--- src/rtl/swrst_pkg.sv ---
package swrst_pkg;

  // read source picked by the control for the datapath read mux
  typedef enum logic [1:0] {
    RD_NONE = 2'd0,
    RD_WORD = 2'd1,
    RD_MASK = 2'd2
  } rdSel_e;

  // strobes from control to datapath, valid for one cycle
  typedef struct packed {
    logic   ldWord;
    logic   ldMask;
    logic   rdStb;
    rdSel_e rdSel;
  } ctrlStrb_t;

endpackage

--- src/rtl/swrst_ctrl.sv ---
module swrst_ctrl
  import swrst_pkg::*;
#(
  parameter int unsigned ADDR_W   = 8,
  parameter logic [7:0]  KEY      = 8'h88,
  parameter int unsigned WORD_OFS = 'h18,
  parameter int unsigned MASK_OFS = 'hFC,
  parameter bit          HAS_MASK = 1'b1
) (
  input  logic              busWr,
  input  logic              busRd,
  input  logic [ADDR_W-1:0] busAddr,
  input  logic [7:0]        keyByte,
  output ctrlStrb_t         strb
);

  localparam logic [ADDR_W-1:0] WordAddr = ADDR_W'(WORD_OFS);
  localparam logic [ADDR_W-1:0] MaskAddr = ADDR_W'(MASK_OFS);

  logic hitWord;
  logic hitMask;
  logic keyOk;

  assign hitWord = (busAddr == WordAddr);
  assign keyOk   = (keyByte == KEY);

  generate
    if (HAS_MASK) begin : g_maskDec
      assign hitMask = (busAddr == MaskAddr);
    end else begin : g_noMaskDec
      assign hitMask = 1'b0;
    end
  endgenerate

  always_comb begin
    strb        = '0;
    strb.ldWord = busWr && hitWord && keyOk;
    strb.ldMask = busWr && hitMask;
    strb.rdStb  = busRd;
    if (hitWord)      strb.rdSel = RD_WORD;
    else if (hitMask) strb.rdSel = RD_MASK;
    else              strb.rdSel = RD_NONE;
  end

endmodule

--- src/rtl/swrst_datapath.sv ---
module swrst_datapath
  import swrst_pkg::*;
#(
  parameter int unsigned NUM_LINES = 24,
  parameter int unsigned DATA_W    = 32,
  parameter bit          HAS_MASK  = 1'b1
) (
  input  logic                 clk,
  input  logic                 rstN,
  input  ctrlStrb_t            strb,
  input  logic [NUM_LINES-1:0] wrBits,
  output logic [NUM_LINES-1:0] lineRst,
  output logic [DATA_W-1:0]    rdData
);

  localparam int unsigned PadW = DATA_W - NUM_LINES;

  logic [NUM_LINES-1:0] wordReg;
  logic [NUM_LINES-1:0] maskVal;
  logic [DATA_W-1:0]    rdNext;

  always_ff @(posedge clk or negedge rstN) begin
    if (!rstN)            wordReg <= '0;
    else if (strb.ldWord) wordReg <= wrBits;
  end

  generate
    if (HAS_MASK) begin : g_mask
      logic [NUM_LINES-1:0] maskReg;
      always_ff @(posedge clk or negedge rstN) begin
        if (!rstN)            maskReg <= '0;
        else if (strb.ldMask) maskReg <= wrBits;
      end
      assign maskVal = maskReg;
      assign lineRst = wordReg & maskReg;
    end else begin : g_noMask
      assign maskVal = '0;
      assign lineRst = wordReg;
    end
  endgenerate

  always_comb begin
    unique case (strb.rdSel)
      RD_WORD: rdNext = {{PadW{1'b0}}, wordReg};
      RD_MASK: rdNext = {{PadW{1'b0}}, maskVal};
      default: rdNext = '0;
    endcase
  end

  always_ff @(posedge clk or negedge rstN) begin
    if (!rstN)           rdData <= '0;
    else if (strb.rdStb) rdData <= rdNext;
  end

endmodule

--- src/rtl/swrst_bank.sv ---
module swrst_bank
  import swrst_pkg::*;
#(
  parameter int unsigned NUM_LINES = 24,
  parameter int unsigned ADDR_W    = 8,
  parameter logic [7:0]  KEY       = 8'h88,
  parameter int unsigned WORD_OFS  = 'h18,
  parameter int unsigned MASK_OFS  = 'hFC,
  parameter bit          HAS_MASK  = 1'b1
) (
  input  logic                 clk,
  input  logic                 rstN,
  input  logic                 busWr,
  input  logic                 busRd,
  input  logic [ADDR_W-1:0]    busAddr,
  input  logic [31:0]          busWdata,
  output logic [31:0]          busRdata,
  output logic [NUM_LINES-1:0] lineRst
);

  localparam int unsigned DataW  = 32;
  localparam int unsigned KeyLsb = DataW - 8;

  ctrlStrb_t strb;

  swrst_ctrl #(
    .ADDR_W  (ADDR_W),
    .KEY     (KEY),
    .WORD_OFS(WORD_OFS),
    .MASK_OFS(MASK_OFS),
    .HAS_MASK(HAS_MASK)
  ) u_ctrl (
    .busWr  (busWr),
    .busRd  (busRd),
    .busAddr(busAddr),
    .keyByte(busWdata[DataW-1:KeyLsb]),
    .strb   (strb)
  );

  swrst_datapath #(
    .NUM_LINES(NUM_LINES),
    .DATA_W   (DataW),
    .HAS_MASK (HAS_MASK)
  ) u_dp (
    .clk    (clk),
    .rstN   (rstN),
    .strb   (strb),
    .wrBits (busWdata[NUM_LINES-1:0]),
    .lineRst(lineRst),
    .rdData (busRdata)
  );

endmodule

--- config.mk ---
export PLATFORM = sky130hd
export DESIGN_NAME = swrst_bank
export DESIGN_NICKNAME = d
export VERILOG_FILES = /design/src/rtl/swrst_pkg.sv /design/src/rtl/swrst_ctrl.sv /design/src/rtl/swrst_datapath.sv /design/src/rtl/swrst_bank.sv
export SDC_FILE = /design/constraint.sdc
export NUM_CORES = 1
export LEC_CHECK = 0
export ABC_CLOCK_PERIOD_IN_PS = 800
export BUFFER_PORTS_ARGS = -buffer_cell sky130_fd_sc_hd__buf_4
export CAP_MARGIN = 20
export CORE_MARGIN = 2
export CORE_UTILIZATION = 37
export CTS_BUF_LIST = sky130_fd_sc_hd__clkbuf_4
export DETAILED_ROUTE_END_ITERATION = 10
export GPL_TIMING_DRIVEN = 0
export HOLD_SLACK_MARGIN = 0.05
export MAX_ROUTING_LAYER = met4
export PLACE_DENSITY = 0.64
export REMOVE_ABC_BUFFERS = 1
export SETUP_SLACK_MARGIN = 0.4
export SYNTH_ARGS = -nofsm -noshare
export SYNTH_HDL_FRONTEND = slang
export SYNTH_SLANG_ARGS = --single-unit
--- constraint.sdc ---
create_clock -name clk -period 0.8 [get_ports clk]
set_input_delay 0.12 -clock clk [delete_from_list [all_inputs] [get_ports clk]]
set_output_delay 0.12 -clock clk [all_outputs]
set_load 0.01 [all_outputs]
== Yosys cells after proc, flatten, opt, wreduce, memory -nomap -nowiden ==
Index checks and enable logic that the tools add are counted.
Word-level totals
  word-level logic and storage cells: 15
  output and inout port bits: 56
  register bits after elaboration: 80
  bits of input ports: 44
Cells by class
  eq/ne operators: 5
  muxes and demuxes: 3
  reductions and logical operators: 3
  bitwise operators: 1
Operators with widths (count)
  $pmux W24 S2: 1
  $and A24 B24 Y24: 1
  $eq A8 B8 Y1 const B: 2
  $eq A8 B5 Y1 const B: 1
  $mux W2: 2
  $logic_and A1 B1 Y1: 3
  $eq A2 B1 Y1 const B: 1
  $eq A2 B2 Y1 const B: 1

== Longest topological paths before layout ==
Gate-level depths: netlist of the first run.
  depth in word-level cells: 5
  mapped depth: 5
  depth with buffers taken out: 4

== Cells and area by module ==
Synthesis of the first run repeated with hierarchy kept, for this count alone.
Unflattened totals
  cells, all modules: 259
  area total of the unflattened synthesis: 3539.6 um^2
Modules (own cells, without submodules)
  swrst_datapath: cells each 246, seq. area each 1801.7 um^2, times used 1, area an instance 3452.1 um^2
  swrst_ctrl: cells each 13, seq. area each 0.0 um^2, times used 1, area an instance 87.6 um^2

== Least setup slack after synthesis of the first run ==
OpenSTA, ideal clock, no wires.
  kind: input to register
  start point: in busWdata[26]
  end point: reg u_dp.wordReg[10]
  required time: 673 ps
  buffers on the path: 1
  setup slack: -915 ps
  cell stages on the path: 4
  setup time: 127 ps
  arrival time: 1587 ps
  path through: or4b_4 -> nor4_4 -> buf_6 -> mux2_1
Between the ends
  cells in the longest elaborated chain, start to end: 2
RTL lines
  from (decl): line swrst_bank.sv:16  | input logic [31:0] busWdata,
  $eq A8 B8 Y1: line swrst_ctrl.sv:25  | assign keyOk = (keyByte == KEY);
  $logic_and A1 B1 Y1: line swrst_ctrl.sv:37  | strb.ldWord = busWr && hitWord && keyOk;
  to (signal assigned): line swrst_datapath.sv:24  | else if (strb.ldWord) wordReg <= wrBits;
  to (decl): line swrst_datapath.sv:18  | logic [NUM_LINES-1:0] wordReg;
No other way between the ends.
A chain may end at the register's enable or synchronous reset.

== Final worst setup path of the first run ==
  start point: in busWdata[26]
  end point: reg u_dp.wordReg[0]
Same word-level chain as after synthesis.

==> flow_metrics.env, run 1 <==
export IMPL_violations="negative hold slack, negative setup slack"
export IMPL_drt_iter0_drc=44
export IMPL_ys_types=21
export IMPL_htree_levels=3
export IMPL_clockBufferDepth=2
export IMPL_fillCellCount=610
export IMPL_die_x_um=95.69
export IMPL_gp_congestion=0.6695
export IMPL_cp_arrival_ns=1.67
export IMPL_insertion_delay_ns=0.41
export IMPL_firstDrtPassIters=4
export IMPL_fin_crit_sh_pct=170.9
export IMPL_finalMaxSlewViolations=0
export IMPL_drt_wl_total_um=9003
export IMPL_cp_end_kind="register"
export IMPL_fin_nets=466
export IMPL_dp_cells=435
export IMPL_netlist_instances=250
export IMPL_setup_tns_ns=-40.02
export IMPL_hold_violations=120
export IMPL_clock_skew_ns=0.006257
export IMPL_antenna_cells=0
export IMPL_setup_viol=120
export IMPL_status="finished, violations left"
export IMPL_period_needed_ns=1.367
export IMPL_clock_sinks=72
export IMPL_rr_worst_depth=3
export IMPL_hold_class="primary input to asynchronous set/reset pin"
export IMPL_syn_area_sq_mm=0.003110
export IMPL_drive_above_1_share_pct=68.15
export IMPL_grt_pass1_vias=2490
export IMPL_synth_async_reset_ratio_pct=100.0
export IMPL_crit_type="primary input to register"
export IMPL_reg2reg_to="u_dp.wordReg[0]"
export IMPL_via_count=2619
export IMPL_numCtsBuffers=9
export IMPL_syn2layout_area_growth_pct=71.00
export IMPL_route_detailed_drc=0
export IMPL_core_sq_mm=0.008175
export IMPL_syn_area_per_cell_sq_um=12.44
export IMPL_power_leakage_uw=0.002609
export IMPL_ant_nets=0
export IMPL_drt_wirelength_per_cell_um=16.92
export IMPL_grtUsageTotal_pct=18.77
export IMPL_clk_pin_slew_ns=0.12
export IMPL_cts_root_buf="clkbuf_4"
export IMPL_ys_flop_type="dfrtp_1"
export IMPL_rsz0062_at_grt="true"
export IMPL_tightest_slew_ns=0.6566
export IMPL_rows=33
export IMPL_dp_hpwl_um=4407
export IMPL_synth_edf_count=0
export IMPL_avgViaCountPerCell=4.923
export IMPL_utilization_pct=65.06
export IMPL_grt_overflow=0
export IMPL_port_buffers=91
export IMPL_cap_violations=0
export IMPL_synth_area_leaders="dfrtp_1 (58%), mux2_2 (10%), mux2_1 (7.2%)"
export IMPL_r2r_start="u_dp.wordReg[0]"
export IMPL_cts_tree="done"
export IMPL_ys_seq_area_share_pct=57.92
export IMPL_setup_ws_ns=-0.5670
export IMPL_finalPower_uw=7676
export IMPL_relSlewSlack_pct=56.22
export IMPL_grt_max_degree=73
export IMPL_crit_required_ns=1.11
export IMPL_max_vdd_ir_drop_mv=0.8608
export IMPL_crit_start="busWdata[26]"
export IMPL_antenna_found_initial=0
export IMPL_fmax_mhz=731.5
export IMPL_power_per_cell_area_mw_per_mm2=1443
export IMPL_ys_ff_latch=72
export IMPL_die_h_um=95.69
export IMPL_rrSetupSlack_ns=-0.26
export IMPL_finalNonFillerCells=532
export IMPL_critPathLaunchType="primary input"
export IMPL_cp_max_fo=13
export IMPL_start_util_pct=38.05
export IMPL_yosysWarningCount=0
export IMPL_ios=100
export IMPL_fin_hold_ws_ns=-0.3039
export IMPL_grt_pass1_wl_um=12320
export IMPL_synth_top_area_cell="dfrtp_1"
export IMPL_yosysTopAreaCellShare_pct=57.92
export IMPL_die_area_sq_mm=0.009157
==> cell type report <==
| class | count | area [sq um] | area share (%) |
|---|---|---|---|
| flip-flops and latches | 72 | 1802 | 33.87 |
| repair buffers | 173 | 1668 | 31.36 |
| clock buffers | 9 | 67.56 | 1.270 |
| multi-input cells | 165 | 1536 | 28.89 |
| well taps | 105 | 131.4 | 2.470 |
| inverters | 1 | 3.754 | 0.07057 |
| clock inverters | 7 | 110.1 | 2.070 |
==> power breakdown <==
group          total, uW  switching (uW)  internal, uW
clock network       2850            1290          1560
logic                952             399           553
registers           3880            99.7          3780
==> worst max-delay path by stage <==
stage	to	slack, ns
detailed placement	u_dp.g_mask.maskReg[2]	-1.21
global placement	u_dp.rdData[2]	-2.08
floorplan	u_dp.wordReg[0]	-1.35
finish	u_dp.wordReg[0]	-0.57
CTS	u_dp.wordReg[0]	-0.53
global route	u_dp.wordReg[0]	-0.59
==> repair_timing <==
action,CTS,global route
resized for setup,108,45
setup endpoints to repair,192,120
hold endpoints to repair,120,120
cloned,4,0
pin swaps,36,33
buffers inserted,52,25
==> layout by cell type, fill, tap and decap left out, drive strengths merged <==
master	synthesis	routed
or4b	2	2
bufinv	0	3
mux2	48	48
a21oi	24	24
a22oi	24	24
clkinvlp	0	1
inv	1	1
conb	1	8
or3	1	4
buf	12	173
dfrtp	72	72
clkbuf	10	9
or4	1	1
or2	1	1
and2	24	24
nand4bb	1	1
nor4	1	1
nor2	26	26
nand4	1	1
clkinv	0	3
==> critical path, cell delays in order <==
cell    delay, ns
buf_6        0.09
or4b_4       0.54
nor4_4       0.28
buf_6        0.15
buf_12       0.14
mux2_2       0.35
==> per-layer routing <==
layer / GRT usage, % / routed length [um]
met5: - / 0
met4: 6.071 / 143
met3: 5.090 / 453
met2: 29.72 / 4659
met1: 23.51 / 3746
==> flip-flops by register name, indices dropped and copies added, names as in the netlist <==
signal	flops
u_dp.g_mask.maskReg	24
u_dp.rdData	24
u_dp.wordReg	24
==> metrics by stage <==
stage	instance area (sq um)	setup slack, ns
after detailed placement	3882	-1.206
after global routing	5319	-0.5931
after global placement	3821	-2.077
after CTS	4932	-0.5257
final	5319	-0.5670
after floorplan	3007	-1.349
==> synth_stat cells (2+ instances only) <==
master and count:
buf_4 8, dfrtp_1 72, mux2_1 20, clkbuf_1 10, buf_2 2, a22oi_1 24, nor2_1 26, and2_1 24
buf_6 2, a21oi_1 24, mux2_2 28
==> cells by family (layout without fill, tap and decap cells) <==
logic type / Yosys count / count (layout) / synth area share (%)
DFF: 72 / 72 / 57.92
muxes: 48 / 48 / 17.38
buffers and inverters: 23 / 190 / 4.304
and+or+nand+nor: 58 / 61 / 10.62
other: 1 / 8 / 0.1206
AOI/OAI and AO/OA: 48 / 48 / 9.654
Note: power is estimated with default switching activity, not from simulation.
==> run 2: changes to the inputs <==
--- a/config.mk
+++ b/config.mk
@@ -18,6 +18,7 @@
 export PLACE_DENSITY = 0.64
 export REMOVE_ABC_BUFFERS = 1
 export SETUP_SLACK_MARGIN = 0.4
+export SKIP_CTS_REPAIR_TIMING = 1
 export SYNTH_ARGS = -nofsm -noshare
 export SYNTH_HDL_FRONTEND = slang
 export SYNTH_SLANG_ARGS = --single-unit
==> flow_metrics.env, run 2 (synthesis gave the netlist of run 1 again) <==
export IMPL_cts_root_buf="clkbuf_4"
export IMPL_crit_chain="buf_6 -> nand4bb_4 -> or2_4 -> nor4_4 -> buf_6 -> clkbuf_16 -> mux2_1"
export IMPL_final_common_cell="buf_4"
export IMPL_cp_max_fo=5
export IMPL_drt_iter0_drc=69
export IMPL_die_h_um=95.69
export IMPL_fillCellCount=688
export IMPL_die_area_sq_mm=0.009157
export IMPL_clock_sinks=72
export IMPL_critPathLaunchType="primary input"
export IMPL_fin_hold_ws_ns=-0.3123
export IMPL_grt_max_degree=73
export IMPL_setup_viol=120
export IMPL_crit_required_ns=1.10
export IMPL_layout_common_cells="buf_4 (73), dfrtp_1 (72), buf_6 (52), mux2_2 (25)"
export IMPL_slowest_stage="mux2_1"
export IMPL_ios=100
export IMPL_core_sq_mm=0.008175
export IMPL_setup_ws_ns=-0.6058
export IMPL_rrSetupSlack_ns=-0.24
export IMPL_period_needed_ns=1.406
export IMPL_grt_overflow=0
export IMPL_cap_violations=0
export IMPL_comb_power_share_pct=10.4
export IMPL_violations="negative hold slack, negative setup slack"
export IMPL_p_sw_uw=1715
export IMPL_finalPower_uw=7494
export IMPL_rows=33
export IMPL_fin_nets=424
export IMPL_cp_end_kind="register"
export IMPL_slowest_delay_ns=0.32
export IMPL_numCtsBuffers=9
export IMPL_antenna_cells=0
export IMPL_grt_pass1_wl_um=10070
export IMPL_drive_above_1_share_pct=58.44
export IMPL_tightest_slew_ns=0.6756
export IMPL_path_common_cell="buf_6"
export IMPL_insertion_delay_ns=0.41
export IMPL_crit_buf_inv=3
export IMPL_port_buffers=91
export IMPL_clock_skew_ns=0.01328
export IMPL_p_sw_share_pct=22.88
export IMPL_dp_hpwl_um=4407
export IMPL_pwr_share_clk_pct=37.8
export IMPL_drt_wl_total_um=7803
export IMPL_status="finished, violations left"
export IMPL_sequentialPowerShare_pct=51.8
export IMPL_syn2layout_area_growth_pct=54.47
export IMPL_ant_nets=0
export IMPL_fmax_mhz=711.3
export IMPL_grt_pass1_vias=2011
export IMPL_hold_class="primary input to asynchronous set/reset pin"
export IMPL_hold_violations=120
export IMPL_grtUsageTotal_pct=15.27
export IMPL_crit_family="simple AND/OR/NAND/NOR gates"
export IMPL_route_detailed_drc=0
export IMPL_relSlewSlack_pct=54.91
export IMPL_finalMaxSlewViolations=0
export IMPL_cts_tree="done"
export IMPL_max_vdd_ir_drop_mv=0.9340
export IMPL_internal_power_uw=5779
export IMPL_fin_crit_sh_pct=175.7
export IMPL_die_x_um=95.69
export IMPL_rsz0062_at_grt="true"
export IMPL_power_per_cell_area_mw_per_mm2=1560
export IMPL_clk_pin_slew_ns=0.12
export IMPL_drt_wirelength_per_cell_um=15.92
export IMPL_gp_congestion=0.6695
export IMPL_start_util_pct=38.05
export IMPL_clockBufferDepth=2
export IMPL_avgViaCountPerCell=4.951
export IMPL_crit_type="primary input to register"
export IMPL_antenna_found_initial=0
export IMPL_htree_levels=3
export IMPL_firstDrtPassIters=4
export IMPL_cp_arrival_ns=1.71
export IMPL_power_leakage_uw=0.002375
export IMPL_top_regs="u_dp.g_mask.maskReg (24), u_dp.rdData (24), u_dp.wordReg (24)"
export IMPL_via_count=2426
[run 2: path summary, 6_finish.rpt]
check | startpoint | to | cells past startpoint
setup reg to reg | u_dp.wordReg[11] | u_dp.rdData[11] | 4
hold reg to reg | u_dp.wordReg[20] | u_dp.wordReg[20] | 1
min in group clk | busWdata[20] | u_dp.wordReg[20] | 2
hold / removal | rstN | u_dp.rdData[8] | 1
max in group asynchronous | rstN | u_dp.wordReg[14] | 1
setup / recovery | busAddr[1] | u_dp.wordReg[18] | 7
[run 2: final cells by class]
cell class,count,area [sq um],share of cell area [%]
clock buffer,9,67.56,1.406
clock inverter,7,110.1,2.292
inverter,1,3.754,0.07812
multi-input combinational,162,1374,28.59
sequential,72,1802,37.50
tap,105,131.4,2.734
timing repair buffer,134,1316,27.40
[run 2: worst reg2reg max path, stage by stage (launching register included)]
cell and delay (ns):
dfrtp_1 0.41, buf_4 0.14, buf_4 0.12, a22oi_1 0.16, a21oi_1 0.09
[run 2: through the flow]
stage	cells	instance area, sq um	setup slack, ns	setup TNS (ns)	utilization, %
after floorplan	235	3007	-1.349	-74.82	-
after global placement	431	3821	-2.077	-131.68	46.74
after detailed placement	435	3882	-1.206	-87.71	47.49
after CTS	451	4060	-0.7507	-65.50	49.66
after global routing	490	4805	-0.6034	-47.49	58.77
final	490	4805	-0.6058	-43.73	58.77
[run 2: per-layer routing]
layer / track usage, % / part of all wire (%)
met3: 5.012 / 5.9
met4: 5.357 / 1.6
met5: - / 0
met1: 19.39 / 43
met2: 23.02 / 49
[run 2: power by group through the flow]
stage                     sequential (uW)  combinational (uW)  clock [uW]
final                                3880                 778        2830
after global routing                 3900                 859        3080
after CTS                            3870                 636        2930
after detailed placement             3940                 636           0
after global placement               3930                 620           0
after floorplan                      3960                 158           0
